**config.mk**
```make
export PLATFORM = sky130hd
export DESIGN_NAME = frc_timer
export DESIGN_NICKNAME = d
export VERILOG_FILES = /design/src/rtl/frc_pkg.sv /design/src/rtl/frc_prescaler.sv /design/src/rtl/frc_counter.sv /design/src/rtl/frc_regs.sv /design/src/rtl/frc_timer.sv
export SDC_FILE = /design/constraint.sdc
export NUM_CORES = 1
export LEC_CHECK = 0
export BUFFER_PORTS_ARGS = -buffer_cell sky130_fd_sc_hd__buf_2
export CORE_MARGIN = 2
export CORE_UTILIZATION = 55
export CTS_CLUSTER_DIAMETER = 200
export DETAILED_ROUTE_END_ITERATION = 16
export GPL_TIMING_DRIVEN = 1
export PLACE_DENSITY = 0.79
export SYNTH_ARGS = -nofsm -noshare
export SYNTH_HDL_FRONTEND = slang
export SYNTH_SLANG_ARGS = --single-unit
```
**constraint.sdc**
```tcl
create_clock -name clk -period 2.4 [get_ports clk]
set_clock_uncertainty 0.1 [all_clocks]
set_input_delay 0.24 -clock clk [delete_from_list [all_inputs] [get_ports clk]]
set_output_delay 0.24 -clock clk [all_outputs]
set_load 0.01 [all_outputs]
```
**src/rtl/frc_pkg.sv**
```systemverilog
package frc_pkg;
  // control word field positions (software decodes these)
  localparam int FLAG_BIT = 15;
  localparam int LVL_LSB  = 12;
  localparam int LVL_W    = 3;
  localparam int ARB_BIT  = 11;
  localparam int DRV_LSB  = 9;
  localparam int DRV_W    = 2;
  localparam int PIN_BIT  = 8;
  localparam int SEL_LSB  = 0;

  // word slots inside the register window
  localparam int SLOT_CTRL = 0;
  localparam int SLOT_CNT  = 1;

  typedef struct packed {
    logic [LVL_W-1:0] lvl;
    logic             arb;
    logic [DRV_W-1:0] drv;
  } ctrl_fields_t;
endpackage

```
**src/rtl/frc_prescaler.sv**
```systemverilog
module frc_prescaler #(
  parameter int SEL_W = 3
) (
  input  logic             clk,
  input  logic             rst,
  input  logic [SEL_W-1:0] sel,
  output logic             tick
);
  localparam int NTAP  = 1 << SEL_W;
  localparam int PRE_W = NTAP - 1;

  logic [PRE_W-1:0] pre_q;
  logic [NTAP-1:0]  taps;

  always_ff @(posedge clk) begin
    if (rst) pre_q <= '0;
    else     pre_q <= pre_q + 1'b1;
  end

  // tap k fires once every 2^k clocks
  assign taps[0] = 1'b1;
  for (genvar k = 1; k < NTAP; k++) begin : g_tap
    assign taps[k] = &pre_q[k-1:0];
  end

  assign tick = taps[sel];
endmodule

```
**src/rtl/frc_counter.sv**
```systemverilog
module frc_counter #(
  parameter int W = 16
) (
  input  logic         clk,
  input  logic         rst,
  input  logic         tick,
  input  logic         ld,
  input  logic [W-1:0] ld_val,
  output logic [W-1:0] cnt_q,
  output logic         wrap
);
  // a load takes priority over an increment in the same cycle
  assign wrap = tick && !ld && (cnt_q == {W{1'b1}});

  always_ff @(posedge clk) begin
    if (rst)       cnt_q <= '0;
    else if (ld)   cnt_q <= ld_val;
    else if (tick) cnt_q <= cnt_q + 1'b1;
  end
endmodule

```
**src/rtl/frc_regs.sv**
```systemverilog
module frc_regs
  import frc_pkg::*;
#(
  parameter int DATA_W = 16,
  parameter int SEL_W  = 3,
  parameter int ADDR_W = 3
) (
  input  logic              clk,
  input  logic              rst,
  input  logic              pin_in,
  input  logic              bus_en,
  input  logic              bus_we,
  input  logic [ADDR_W-1:0] bus_addr,
  input  logic [DATA_W-1:0] bus_wdata,
  input  logic [DATA_W-1:0] cnt_q,
  input  logic              wrap,
  output logic [SEL_W-1:0]  sel_q,
  output logic              ld_cnt,
  output logic              flag_q,
  output logic              armed_q,
  output logic [LVL_W-1:0]  lvl_q,
  output logic              irq_q,
  output logic [DATA_W-1:0] rdata_q
);
  localparam int WORD_W = ADDR_W - 1;

  logic [WORD_W-1:0] word;
  logic              even, rd_ok, wr_ok, hit_ctrl, hit_cnt;
  ctrl_fields_t      fld_q, fld_d;
  logic [SEL_W-1:0]  sel_d;
  logic              flag_d, armed_d, pin_q;
  logic [DATA_W-1:0] rdata_d, ctrl_word;

  assign word     = bus_addr[ADDR_W-1:1];
  assign even     = !bus_addr[0];
  assign rd_ok    = bus_en && !bus_we && even;
  assign wr_ok    = bus_en &&  bus_we && even;
  assign hit_ctrl = (word == WORD_W'(SLOT_CTRL));
  assign hit_cnt  = (word == WORD_W'(SLOT_CNT));
  assign ld_cnt   = wr_ok && hit_cnt;

  always_comb begin
    ctrl_word = '0;
    ctrl_word[FLAG_BIT]                = flag_q;
    ctrl_word[LVL_LSB +: LVL_W]        = fld_q.lvl;
    ctrl_word[ARB_BIT]                 = fld_q.arb;
    ctrl_word[DRV_LSB +: DRV_W]        = fld_q.drv;
    ctrl_word[PIN_BIT]                 = pin_q;
    ctrl_word[SEL_LSB +: SEL_W]        = sel_q;
  end

  always_comb begin
    fld_d   = fld_q;
    sel_d   = sel_q;
    flag_d  = flag_q;
    armed_d = armed_q;
    if (wr_ok && hit_ctrl) begin
      fld_d.lvl = bus_wdata[LVL_LSB +: LVL_W];
      fld_d.arb = bus_wdata[ARB_BIT];
      fld_d.drv = bus_wdata[DRV_LSB +: DRV_W];
      sel_d     = bus_wdata[SEL_LSB +: SEL_W];
      if (!bus_wdata[FLAG_BIT]) begin
        if (armed_q) flag_d = 1'b0;
        armed_d = 1'b0;
      end
    end
    if (rd_ok && hit_ctrl) armed_d = flag_q;
    // a rollover wins over any clear and cancels the pending one
    if (wrap) begin
      flag_d  = 1'b1;
      armed_d = 1'b0;
    end
  end

  always_comb begin
    rdata_d = '0;
    if (rd_ok) begin
      if (hit_ctrl)     rdata_d = ctrl_word;
      else if (hit_cnt) rdata_d = cnt_q;
    end
  end

  always_ff @(posedge clk) begin
    if (rst) begin
      fld_q   <= '0;
      sel_q   <= '0;
      flag_q  <= 1'b0;
      armed_q <= 1'b0;
      pin_q   <= 1'b0;
      irq_q   <= 1'b0;
      rdata_q <= '0;
    end else begin
      fld_q   <= fld_d;
      sel_q   <= sel_d;
      flag_q  <= flag_d;
      armed_q <= armed_d;
      pin_q   <= pin_in;
      irq_q   <= flag_d && (fld_d.lvl != '0);
      rdata_q <= rdata_d;
    end
  end

  assign lvl_q = fld_q.lvl;
endmodule

```
**src/rtl/frc_timer.sv**
```systemverilog
module frc_timer
  import frc_pkg::*;
#(
  parameter int DATA_W = 16,
  parameter int SEL_W  = 3,
  parameter int ADDR_W = 3
) (
  input  logic              clk,
  input  logic              rst,
  input  logic              pin_in,
  input  logic              bus_en,
  input  logic              bus_we,
  input  logic [ADDR_W-1:0] bus_addr,
  input  logic [DATA_W-1:0] bus_wdata,
  output logic [DATA_W-1:0] bus_rdata,
  output logic              irq_req
);
  logic [SEL_W-1:0]  sel_q;
  logic              tick, ld_cnt, wrap, flag_q, armed_q;
  logic [DATA_W-1:0] cnt_q;
  logic [LVL_W-1:0]  lvl_q;

  frc_prescaler #(.SEL_W(SEL_W)) u_pre (
    .clk(clk), .rst(rst), .sel(sel_q), .tick(tick)
  );

  frc_counter #(.W(DATA_W)) u_cnt (
    .clk(clk), .rst(rst), .tick(tick), .ld(ld_cnt),
    .ld_val(bus_wdata), .cnt_q(cnt_q), .wrap(wrap)
  );

  frc_regs #(.DATA_W(DATA_W), .SEL_W(SEL_W), .ADDR_W(ADDR_W)) u_regs (
    .clk(clk), .rst(rst), .pin_in(pin_in),
    .bus_en(bus_en), .bus_we(bus_we), .bus_addr(bus_addr),
    .bus_wdata(bus_wdata), .cnt_q(cnt_q), .wrap(wrap),
    .sel_q(sel_q), .ld_cnt(ld_cnt), .flag_q(flag_q), .armed_q(armed_q),
    .lvl_q(lvl_q), .irq_q(irq_req), .rdata_q(bus_rdata)
  );
endmodule

```
==> results.sh, run 1 <==
export IMPL_outcome="finished clean"
export IMPL_grt_pass1_wl_mm=8.47
export IMPL_grt_overflow_total=0
export IMPL_min_period_ns=2.23
export IMPL_place_congestion=0.798
export IMPL_leakagePower_nw=1.10
export IMPL_tritoncts="done"
export IMPL_rsz0062_at_grt="no"
export IMPL_wirelength_mm=4.90
export IMPL_fmax_ghz=0.447
export IMPL_ctsHtreeMaxLevel=2
export IMPL_syn_avg_cell_area_um2=9.37
export IMPL_final_common_cell="dfxtp_1"
export IMPL_cp_slowest_cell="dfxtp_2"
export IMPL_ant_nets=0
export IMPL_ys_warn_count=0
export IMPL_detail_route_wl_per_cell_um=14.1
export IMPL_cp_common_cell="buf_4"
export IMPL_syn_area_um2=2360
export IMPL_seq_area_frac_synth_pct=44.1
export IMPL_required_ns=2.51
export IMPL_critPathMaxStageDelay_ns=0.35
export IMPL_hpwl_mm=3.45
export IMPL_cp_start_kind="flop"
export IMPL_slew_violations=0
export IMPL_cts_path_max_buffers=2
export IMPL_grt_total_usage_pct=21.8
export IMPL_insertion_delay_ns=0.31
export IMPL_tightest_slew_ns=0.687
export IMPL_fill_cells=332
export IMPL_core_area_um2=4060
export IMPL_ys_flop_type="dfxtp_1"
export IMPL_synth_edf_count=0
export IMPL_grt_pass1_vias=1884
export IMPL_yosys_register_bits=52
export IMPL_path_delay_family="compound AO/OA/AOI/OAI gates"
export IMPL_cts_clk_slew_worst_paths_ns=0.10
export IMPL_ir_drop_v=0.000311
export IMPL_cp_cell_sequence="ha_4 -> nand3_1 -> inv_1 -> ha_1 -> nand3b_1 -> o311ai_1 -> buf_4 -> buf_4 -> o2111a_1 -> a41o_1 -> and2_1"
export IMPL_drtIter0Drc=91
export IMPL_via_per_inst=5.69
export IMPL_crit_buf_inv=3
export IMPL_area_growth_pct=17.4
export IMPL_p_total_mw=1.54
export IMPL_first_pass_iters=4
export IMPL_synthArstFlopShare_pct=0
export IMPL_synthesis_nets=280
export IMPL_fin_crit_sh_pct=93.1
export IMPL_max_slew_margin_rel_pct=54.2
export IMPL_num_antenna_cells=0
export IMPL_layout_drive_gt1_share_pct=23.8
export IMPL_finalHoldViolCount=0
export IMPL_path_max_fanout=5
export IMPL_maxCapViolations=0
export IMPL_start_util_pct=58.2
export IMPL_cts_hold_buffers_added=0
export IMPL_synthCells=252
export IMPL_placementRows=23
export IMPL_cp_arrival_ns=2.35
export IMPL_grt_max_degree=40
export IMPL_drc_errors=0
export IMPL_hold_class="in -> reg"
export IMPL_fp_dieW_um=69.5
export IMPL_layout_nets=325
export IMPL_post_synth_num_cell_types=46
export IMPL_cts_root_buf="clkbuf_8"
export IMPL_cts_buffers=5
export IMPL_via_count=1980
export IMPL_io_pins=41
export IMPL_final_cell_mix="50 x dfxtp_1, 44 x nor2_1, 40 x buf_2"
export IMPL_p_per_area_nw_per_um2=556
export IMPL_setup_tns_ns=0
export IMPL_utilization_pct=68.3
export IMPL_setup_viol=0
export IMPL_dieArea_um2=4830
export IMPL_cts_sinks=52
export IMPL_end_kind="flop"
export IMPL_portBuffers=40
export IMPL_antenna_found_initial=0
export IMPL_fp_dieH_um=69.5
export IMPL_critical_path_class="reg -> reg"
[cell families (layout without fill, tap and decap cells)]
| group | count (synthesis) | in the layout | synth area share (%) |
|---|---|---|---|
| XOR/XNOR | 12 | 12 | 4.45 |
| adder cells (fa/ha/maj) | 4 | 4 | 2.12 |
| buffers and inverters | 21 | 67 | 3.60 |
| multiplexers | 22 | 22 | 9.33 |
| flip-flops | 52 | 52 | 44.1 |
| AO/OA/AOI/OAI | 44 | 44 | 15.1 |
| AND/OR/NAND/NOR | 97 | 97 | 21.3 |
[cell usage after synthesis (5+ instances only)]
master     count  area share [%]
nand2_1        6            0.95
a21oi_1        5             1.1
xor2_1        11             4.1
clkbuf_1       9             1.4
nand3_1        9             1.9
dfxtp_1       52              44
o2111ai_1      5             1.9
a211oi_1      11             3.5
nor2_1        44             7.0
inv_1          6            0.95
nor2b_1        5             1.3
and3_1         7             1.9
mux2i_1       22             9.3
[flip-flops by register name (all words and copies together) (netlist names)]
register and cells:
u_regs.pin_q 1, u_cnt.cnt_q 16, u_regs.flag_q 1, u_regs.armed_q 1, u_regs.sel_q 3, u_regs.rdata_q 16
u_pre.pre_q 7, u_regs.lvl_q 3, u_regs.irq_q 1, u_regs.ctrl_word 3
[power breakdown]
| part | internal, mW | switching (mW) |
|---|---|---|
| clock | 0.207 | 0.301 |
| combinational | 0.0576 | 0.0648 |
| sequential | 0.884 | 0.0279 |
[through the flow]
step	worst slack [ns]	instance area, um^2	hold WS [ns]	std cells
after floorplan	0.156	2360	0.268	252
after global placement	0.139	2630	0.347	335
after detailed placement	0.0495	2630	0.355	335
after CTS	0.00840	2720	0.0220	343
after global routing	0.0256	2770	0.0461	348
final	0.165	2770	0.0302	348
[per-layer routing]
layer  routed length (um)  vias to the layer above  GRT usage (%)
li1                     -                     1007              -
met1                 2340                      906           29.3
met2                 2220                       59           34.1
met3                  260                        8           5.09
met4                   79                        0           8.28
met5                    0                        -              0
[final cells by class]
cell class                 count  area [um^2]  area share [%]
tap                           50         62.6            2.26
multi-input combinational    179         1250            45.2
inverter                       6         22.5           0.812
timing repair buffer          53          298            10.7
sequential                    52         1040            37.6
clock inverter                 3         23.8           0.857
clock buffer                   5         68.8            2.48
[final timing paths]
check | start | endpoint | slack (ns) | cells past startpoint
worst max-delay path | u_pre.pre_q[1] | u_regs.irq_q | 0.17 | 11
worst min-delay path | pin_in | u_regs.pin_q | 0.03 | 2
worst max register to register | u_pre.pre_q[1] | u_regs.irq_q | 0.17 | 11
worst min register to register | u_regs.pin_q | u_regs.rdata_q[8] | 0.38 | 2
[timing repair]
action                     4_1_cts  5_1_grt
setup endpoints to repair        0        6
resized for setup                0        5
hold endpoints to repair         0        0
buffers inserted                 0        5
Power figures use the tool's default switching activity.
==> inputs of run 2 (changes only) <==
--- a/config.mk
+++ b/config.mk
@@ -8,10 +8,11 @@
 export BUFFER_PORTS_ARGS = -buffer_cell sky130_fd_sc_hd__buf_2
 export CORE_MARGIN = 2
 export CORE_UTILIZATION = 55
+export CTS_BUF_LIST = sky130_fd_sc_hd__clkbuf_4 sky130_fd_sc_hd__clkbuf_8 sky130_fd_sc_hd__clkbuf_16
 export CTS_CLUSTER_DIAMETER = 200
 export DETAILED_ROUTE_END_ITERATION = 16
 export GPL_TIMING_DRIVEN = 1
-export PLACE_DENSITY = 0.79
+export PLACE_DENSITY_LB_ADDON = 0.2
 export SYNTH_ARGS = -nofsm -noshare
 export SYNTH_HDL_FRONTEND = slang
 export SYNTH_SLANG_ARGS = --single-unit
==> run 2 against run 1 <==
Effect of this change:
- first-iteration DRC count shrank 9.9%
- count of clock-buffer cells in the layout grew 1
- critical path type unchanged
- utilization grew 2.2 points
- design area grew 3.2%
==> results.sh, run 2 (same netlist as run 1, synthesis figures left out) <==
export IMPL_outcome="finished clean"
export IMPL_critPathMaxStageDelay_ns=0.53
export IMPL_seq_power_share_pct=55.5
export IMPL_grt_pass1_wl_mm=8.82
export IMPL_tritoncts="done"
export IMPL_leakagePower_nw=1.13
export IMPL_hpwl_mm=3.71
export IMPL_io_pins=41
export IMPL_finalHoldViolCount=0
export IMPL_reg_largest_list="u_cnt.cnt_q x16, u_regs.rdata_q x16, u_pre.pre_q x7"
export IMPL_p_total_mw=1.64
export IMPL_cts_root_buf="clkbuf_8"
export IMPL_final_cell_mix="50 x dfxtp_1, 44 x nor2_1, 40 x buf_2"
export IMPL_cp_cell_sequence="ha_2 -> buf_4 -> ha_1 -> mux2i_2 -> a211oi_2 -> o21ai_2 -> or4_4 -> a311oi_2"
export IMPL_final_common_cell="dfxtp_1"
export IMPL_fin_crit_sh_pct=95.8
export IMPL_drc_errors=0
export IMPL_cts_buffers=5
export IMPL_grt_overflow_total=0
export IMPL_cp_slowest_cell="or4_4"
export IMPL_cp_start_kind="flop"
export IMPL_first_pass_iters=4
export IMPL_num_antenna_cells=0
export IMPL_portBuffers=40
export IMPL_switchingPower_mw=0.374
export IMPL_setup_viol=0
export IMPL_cts_clk_slew_worst_paths_ns=0.09
export IMPL_fmax_ghz=0.435
export IMPL_grt_max_degree=40
export IMPL_core_area_um2=4060
export IMPL_setup_tns_ns=0
export IMPL_required_ns=2.53
export IMPL_placementRows=23
export IMPL_slew_violations=0
export IMPL_min_period_ns=2.30
export IMPL_dieArea_um2=4830
export IMPL_ctsHtreeMaxLevel=2
export IMPL_start_util_pct=58.2
export IMPL_combPwrFrac_pct=8.0
export IMPL_grt_pass1_vias=1852
export IMPL_ir_drop_v=0.000407
export IMPL_maxCapViolations=0
export IMPL_place_inst=337
export IMPL_fp_dieH_um=69.5
export IMPL_cts_path_max_buffers=2
export IMPL_cts_hold_buffers_added=0
export IMPL_insertion_delay_ns=0.31
export IMPL_worst_hold_slack_ns=0.0371
export IMPL_detail_route_wl_per_cell_um=15.1
export IMPL_max_slew_margin_rel_pct=51.7
export IMPL_ant_nets=0
export IMPL_area_growth_pct=21.1
export IMPL_layout_nets=325
export IMPL_layout_drive_gt1_share_pct=26.5
export IMPL_fill_cells=336
export IMPL_via_count=1987
export IMPL_critical_path_class="reg -> reg"
export IMPL_grt_total_usage_pct=22.7
export IMPL_end_kind="flop"
export IMPL_place_congestion=0.832
export IMPL_drtIter0Drc=82
export IMPL_p_int_mw=1.27
export IMPL_p_per_area_nw_per_um2=574
export IMPL_via_per_inst=5.71
export IMPL_switching_share_pct=22.8
export IMPL_timing_final_ws_setup_ns=0.102
export IMPL_final_cells=348
export IMPL_wirelength_mm=5.24
export IMPL_antenna_found_initial=0
export IMPL_hold_class="in -> reg"
export IMPL_path_max_fanout=5
export IMPL_fp_dieW_um=69.5
export IMPL_tightest_slew_ns=0.725
export IMPL_cts_sinks=52
export IMPL_p_clk_share_pct=36.5
export IMPL_cp_arrival_ns=2.42
export IMPL_dpl_worst_slack_ns=-0.000389
## run 2: cell type report
class	instances	area, um^2	area share [%]
multi-input cells	179	1320	46.1
clock buffers	6	76.3	2.67
well taps	50	62.6	2.19
flip-flops and latches	52	1040	36.5
inverters	6	22.5	0.787
clock inverters	2	35.0	1.22
repair buffers	53	302	10.5
## run 2: worst paths after layout
kind | startpoint | endpoint | slack [ns] | depth (start not counted)
max | u_pre.pre_q[1] | u_cnt.cnt_q[10] | 0.10 | 8
min | pin_in | u_regs.pin_q | 0.04 | 2
max reg2reg | u_pre.pre_q[1] | u_cnt.cnt_q[10] | 0.10 | 8
min reg2reg | u_regs.pin_q | u_regs.rdata_q[8] | 0.38 | 2
## run 2: per-stage QoR
stage	instance area, um^2	util [%]
finish	2860	70.5
global route	2860	70.5
floorplan	2360	-
detailed placement	2640	65.1
CTS	2760	68.0
global placement	2640	65.1
## run 2: metal layers
layer	vias up	track usage (%)	wire, um	part of all wire (%)
li1	1007	-	-	-
met1	928	30.1	2450	47
met2	40	37.0	2450	47
met3	12	4.80	233	4.4
met4	0	7.41	109	2.1
met5	-	0	0	0
## run 2: timing repair
item                       in CTS  in global routing
setup endpoints to repair       1                  6
cloned                          0                  0
resized for setup               1                 15
pin swaps                       0                  4
buffers inserted                0                  3
## run 2: critical path, delay by kind of cell (launching register included)
family                   cells  cell delay, ns
AND/OR/NAND/NOR              1            0.53
adder cells (fa/ha/maj)      2            0.33
multiplexers                 1            0.10
flip-flops                   1            0.35
buffers and inverters        1            0.13
AO/OA/AOI/OAI                3            0.67
## run 2: power groups by stage
| stage | combinational (mW) | sequential [mW] | clock (mW) |
|---|---|---|---|
| after detailed placement | 0.122 | 0.929 | 0 |
| final | 0.131 | 0.911 | 0.599 |
| after global placement | 0.119 | 0.928 | 0 |
| after floorplan | 0.0816 | 0.919 | 0 |
| after CTS | 0.123 | 0.909 | 0.608 |
| after global routing | 0.146 | 0.914 | 0.638 |
